--- src/rtl/aclk_pkg.sv ---
package aclk_pkg;

    // Width of the master-clock divider code.
    localparam int DIV_CODE_W = 4;
    // Master-clock periods per frame strobe.
    localparam int MCLK_PER_FRAME = 256;
    // Master-clock periods per bit-clock period (must be even).
    localparam int MCLK_PER_BCLK = 4;

    typedef logic [DIV_CODE_W-1:0] div_code_t;

    typedef struct packed {
        logic      master;
        logic      tdm;
        logic      nodiv;
        div_code_t code;
    } clk_cfg_t;

    localparam clk_cfg_t CFG_IDLE = '{master: 1'b0, tdm: 1'b0, nodiv: 1'b0, code: '0};

    function automatic logic code_is_bypass(input div_code_t c);
        return (c == '0);
    endfunction

    function automatic logic mclk_allowed(input clk_cfg_t c);
        return c.master && c.tdm && !c.nodiv;
    endfunction

endpackage

--- src/rtl/aclk_cfg_hold.sv ---
module aclk_cfg_hold
    import aclk_pkg::*;
(
    input  logic     clk_k,
    input  logic     rst,
    input  logic     run_en,
    input  clk_cfg_t cfg_in,
    output clk_cfg_t cfg_q
);

    // Configuration follows its inputs only while the generator is idle.
    always_ff @(posedge clk_k) begin
        if (rst) begin
            cfg_q <= CFG_IDLE;
        end else if (!run_en) begin
            cfg_q <= cfg_in;
        end
    end

endmodule

--- src/rtl/aclk_mclk_div.sv ---
module aclk_mclk_div
    import aclk_pkg::*;
#(
    parameter int CODE_W = DIV_CODE_W
) (
    input  logic              clk_k,
    input  logic              rst,
    input  logic              active,
    input  logic [CODE_W-1:0] code,
    output logic              tgl_o,
    output logic              tick_o
);

    logic [CODE_W-1:0] cnt_q;
    logic              tgl_q;
    logic              bypass;
    logic              wrap;

    assign bypass = (code == '0);
    assign wrap   = (cnt_q == code - CODE_W'(1));

    always_ff @(posedge clk_k) begin
        if (rst || !active) begin
            cnt_q <= '0;
            tgl_q <= 1'b0;
        end else if (bypass) begin
            cnt_q <= '0;
            tgl_q <= 1'b0;
        end else if (wrap) begin
            cnt_q <= '0;
            tgl_q <= ~tgl_q;
        end else begin
            cnt_q <= cnt_q + CODE_W'(1);
        end
    end

    // A tick marks the kernel edge on which the master clock rises.
    assign tick_o = active && (bypass || (wrap && !tgl_q));
    assign tgl_o  = tgl_q;

endmodule

--- src/rtl/aclk_rate_div.sv ---
module aclk_rate_div #(
    parameter int PER_BCLK  = 4,
    parameter int PER_FRAME = 256
) (
    input  logic clk_k,
    input  logic rst,
    input  logic active,
    input  logic tick,
    output logic bclk_o,
    output logic stb_o
);

    localparam int HALF    = PER_BCLK / 2;
    localparam int FCNT_W  = $clog2(PER_FRAME);

    logic              bclk_q;
    logic              stb_q;
    logic [FCNT_W-1:0] fcnt_q;
    logic              frame_end;

    generate
        if (HALF == 1) begin : g_bclk_direct
            always_ff @(posedge clk_k) begin
                if (rst || !active) begin
                    bclk_q <= 1'b0;
                end else if (tick) begin
                    bclk_q <= ~bclk_q;
                end
            end
        end else begin : g_bclk_count
            localparam int HCNT_W = $clog2(HALF);
            logic [HCNT_W-1:0] hcnt_q;
            always_ff @(posedge clk_k) begin
                if (rst || !active) begin
                    hcnt_q <= '0;
                    bclk_q <= 1'b0;
                end else if (tick) begin
                    if (hcnt_q == HCNT_W'(HALF - 1)) begin
                        hcnt_q <= '0;
                        bclk_q <= ~bclk_q;
                    end else begin
                        hcnt_q <= hcnt_q + HCNT_W'(1);
                    end
                end
            end
        end
    endgenerate

    assign frame_end = (fcnt_q == FCNT_W'(PER_FRAME - 1));

    always_ff @(posedge clk_k) begin
        if (rst || !active) begin
            fcnt_q <= '0;
            stb_q  <= 1'b0;
        end else begin
            stb_q <= tick && frame_end;
            if (tick) begin
                fcnt_q <= frame_end ? '0 : fcnt_q + FCNT_W'(1);
            end
        end
    end

    assign bclk_o = bclk_q;
    assign stb_o  = stb_q;

endmodule

--- src/rtl/aclk_out_gate.sv ---
module aclk_out_gate
    import aclk_pkg::*;
(
    input  logic     clk_k,
    input  logic     rst,
    input  logic     active,
    input  clk_cfg_t cfg,
    input  logic     tgl,
    output logic     mclk_o
);

    logic allow;
    logic gate_n;

    assign allow = active && mclk_allowed(cfg);

    // Gate for the pass-through path changes while the kernel clock is low,
    // so the gated copy never carries a truncated high phase.
    always_ff @(negedge clk_k) begin
        if (rst) begin
            gate_n <= 1'b0;
        end else begin
            gate_n <= allow && code_is_bypass(cfg.code);
        end
    end

    always_comb begin
        if (code_is_bypass(cfg.code)) begin
            mclk_o = clk_k & gate_n;
        end else begin
            mclk_o = tgl & allow;
        end
    end

endmodule

--- src/rtl/audio_clkgen.sv ---
module audio_clkgen
    import aclk_pkg::*;
#(
    parameter int PER_BCLK  = MCLK_PER_BCLK,
    parameter int PER_FRAME = MCLK_PER_FRAME
) (
    input  logic                  clk_k,
    input  logic                  rst,
    input  logic                  master_sel,
    input  logic                  run_en,
    input  logic [DIV_CODE_W-1:0] div_code,
    input  logic                  nodiv,
    input  logic                  tdm_sel,
    output logic                  mclk_o,
    output logic                  bclk_o,
    output logic                  fs_pulse
);

    clk_cfg_t cfg_in;
    clk_cfg_t cfg_q;
    logic     active;
    logic     tgl;
    logic     tick;

    assign cfg_in = '{master: master_sel, tdm: tdm_sel, nodiv: nodiv, code: div_code};
    assign active = run_en && cfg_q.master;

    aclk_cfg_hold u_cfg (
        .clk_k  (clk_k),
        .rst    (rst),
        .run_en (run_en),
        .cfg_in (cfg_in),
        .cfg_q  (cfg_q)
    );

    aclk_mclk_div #(.CODE_W(DIV_CODE_W)) u_div (
        .clk_k  (clk_k),
        .rst    (rst),
        .active (active),
        .code   (cfg_q.code),
        .tgl_o  (tgl),
        .tick_o (tick)
    );

    aclk_rate_div #(.PER_BCLK(PER_BCLK), .PER_FRAME(PER_FRAME)) u_rate (
        .clk_k  (clk_k),
        .rst    (rst),
        .active (active),
        .tick   (tick),
        .bclk_o (bclk_o),
        .stb_o  (fs_pulse)
    );

    aclk_out_gate u_gate (
        .clk_k  (clk_k),
        .rst    (rst),
        .active (active),
        .cfg    (cfg_q),
        .tgl    (tgl),
        .mclk_o (mclk_o)
    );

endmodule

--- config.mk ---
export PLATFORM = sky130hd
export DESIGN_NAME = audio_clkgen
export DESIGN_NICKNAME = d
export VERILOG_FILES = /design/src/rtl/aclk_pkg.sv /design/src/rtl/aclk_cfg_hold.sv /design/src/rtl/aclk_mclk_div.sv /design/src/rtl/aclk_rate_div.sv /design/src/rtl/aclk_out_gate.sv /design/src/rtl/audio_clkgen.sv
export SDC_FILE = /design/constraint.sdc
export NUM_CORES = 1
export LEC_CHECK = 0
export BUFFER_PORTS_ARGS = -buffer_cell sky130_fd_sc_hd__buf_2
export CORE_ASPECT_RATIO = 1.25
export CORE_MARGIN = 2
export CORE_UTILIZATION = 35
export CTS_CLUSTER_DIAMETER = 80
export DETAILED_ROUTE_END_ITERATION = 16
export SLEW_MARGIN = 30
export SYNTH_ARGS = -nofsm -noshare
export SYNTH_HDL_FRONTEND = slang
export SYNTH_SLANG_ARGS = --single-unit
--- constraint.sdc ---
create_clock -name clk_k -period 4.2 [get_ports clk_k]
set_input_delay 0.63 -clock clk_k [delete_from_list [all_inputs] [get_ports clk_k]]
set_output_delay 0.63 -clock clk_k [all_outputs]
set_load 0.05 [all_outputs]
==> flow_summary.yaml <==
timing:
  finalSetupTns_ps: 0
  final-hold-violation-count: 0
  rsz0062_at_grt: "false"
  clock_skew_ps: 56.9
  fin_hold_ws_ps: 425
  slew_viol_final: 0
  tightestPinTransition_ps: 653
  relSlewSlack_pct: 56.0
  setup-violations-final: 0
setup_path:
  startpoint_type: "flip-flop"
  crit_type: "reg2out"
  arrival_ps: 3300
  crit_path_end_kind: "output pin"
  cp_max_fo: 1
  cp.required_ps: 3570
status:
  status: "finished clean"
floorplan:
  io-pin-count: 13
  rows: 22
  dieWidth_um: 54.5
  die_h_um: 67.1
  start_util_pct: 37.1
  die_area_um2: 3650
  core_um2: 3000
cells_and_area:
  final_cell_mix: "24 x dfxtp_1, 20 x nor2_1, 12 x buf_2"
  area_growth_syn_to_layout_pct: 12.5
  finalInstanceArea_um2: 1250
  diodes: 0
  final_common_cell: "dfxtp_1"
  drive_above_1_share_pct: 16.3
  nets: 155
  post-route-util_pct: 41.7
min_path:
  min_path_type: "in2reg"
synthesis:
  synth_seq_area_share_pct: 43.1
  synth_area_um2: 1110
  synth_warnings: 0
  yosysTopAreaCell: "dfxtp_1"
  synth.net_count: 139
  synth_cell_types: 33
  syn_avg_cell_area_um2: 8.84
  yosysTopAreaCellShare_pct: 43.1
  synth_cells: 126
  ys_ff_latch: 24
  synth.area.top_cells: "dfxtp_1 43%, nor2_1 6.7%, mux2i_1 5.4%"
power_and_ir_drop:
  vdd_drop_max_v: 0.000263
  powerDensity_nw_per_um2: 341
  p_leak_uw: 0.000498
  total_power_uw: 427
clock_tree:
  cts_hold_buf: 0
  cts_tree: "yes"
  path_clk_slew_ps: 130
  post_cts_resized: 0
  clk-insertion-delay-late_ps: 480
  post_cts_buffers: 0
placement:
  routabilityCongestion: 0.807
  placed_cell_area_um2: 1200
  portBuffers: 12
  dp_hpwl_um: 1600
routing:
  detail-route-antenna-nets: 0
  drtPass1Iterations: 4
  dr.first_iter.drc_count: 16
  drc: 0
  avgRoutedWirePerCell_um: 12.4
  vias: 946
  via_per_inst: 5.34
  wirelength_um: 2190
grt:
  globalRouteOverflowTotal: 0
  track_usage_pct: 15.4
  grt_first_pass_wirelength_um: 4060
  antenna_found_initial: 0
  grt_pass1_vias: 986
  grt_max_degree: 14
job:
  drv_cap: 0
[kinds of logic (layout without fill, tap and decap cells)]
logic type | count (synthesis) | count (layout) | synth area share (%)
mux | 6 | 6 | 5.39
flops | 24 | 24 | 43.1
buf+inv | 9 | 24 | 3.03
simple gates | 50 | 50 | 21.1
compound gates | 25 | 25 | 16.9
xor+xnor | 9 | 9 | 7.08
fa+ha+maj | 3 | 3 | 3.37
[synth_stat cells (all sizes together)]
cell type,n
dfxtp,24
nor2,20
nand2,11
mux2i,6
xnor2,6
a21oi,5
inv,5
a31oi,4
clkbuf,4
nand3,4
nor3,4
a31o,3
ha,3
o21ai,3
xor2,3
a211oi,2
and2,2
nand2b,2
or3,2
a311oi,1
a32o,1
a41oi,1
nand3b,1
nand4,1
nand4b,1
nor4,1
o211a,1
o31a,1
o31ai,1
o41a,1
o41ai,1
or4,1
[worst paths after layout]
| check | from | endpoint | slack (ps) | cells after the start |
|---|---|---|---|---|
| setup reg to reg | u_cfg.cfg_q[0] | u_gate.gate_n | 1120 | 4 |
| setup / recovery | u_gate.gate_n | mclk_o | 270 | 2 |
| hold / removal | div_code[1] | u_cfg.cfg_q[1] | 430 | 3 |
| hold reg to reg | u_div.cnt_q[0] | u_div.cnt_q[0] | 500 | 1 |
[through the flow]
stage	instances	worst slack, ps
6_report	177	272
4_1_cts	177	241
3_5_place_dp	170	585
2_1_floorplan	126	447
3_3_place_gp	170	620
5_1_grt	177	168
[sequential cells by signal, indices dropped and copies added, names as in the netlist]
signal / count
u_rate.fcnt_q: 8
u_cfg.cfg_q: 7
u_div.cnt_q: 4
u_div.tgl_o: 1
u_gate.gate_n: 1
u_rate.bclk_o: 1
u_rate.g_bclk_count.hcnt_q: 1
u_rate.stb_o: 1
[area by class of cell]
cell class	instances	area, um^2
Inverter	4	15.0
Timing Repair Buffer	11	55.1
Fill cell	301	1750
Clock inverter	1	3.75
Tap cell	36	45.0
Multi-Input combinational cell	93	599
Clock buffer	8	53.8
Sequential cell	24	480
[report_power, final]
| part | leakage, uW | switching (uW) | total, uW | internal (uW) |
|---|---|---|---|---|
| registers | 0.000195 | 3.79 | 236 | 232 |
| logic | 0.000262 | 24.8 | 41.6 | 16.7 |
| clock network | 0.0000415 | 79.9 | 150 | 70.0 |
[metal layers]
metal	vias to the layer above	track usage [%]	part of all wire, %
li1	477	-	-
met1	443	17.7	44
met2	19	24.5	50
met3	7	3.59	3.6
met4	0	10.0	2.6
met5	-	0	0
[critical path: stages, from the launching register on]
cell and delay, ps:
dfxtp_1 300, a32o_1 150, buf_2 260
Note: power is estimated with default switching activity, not from simulation.
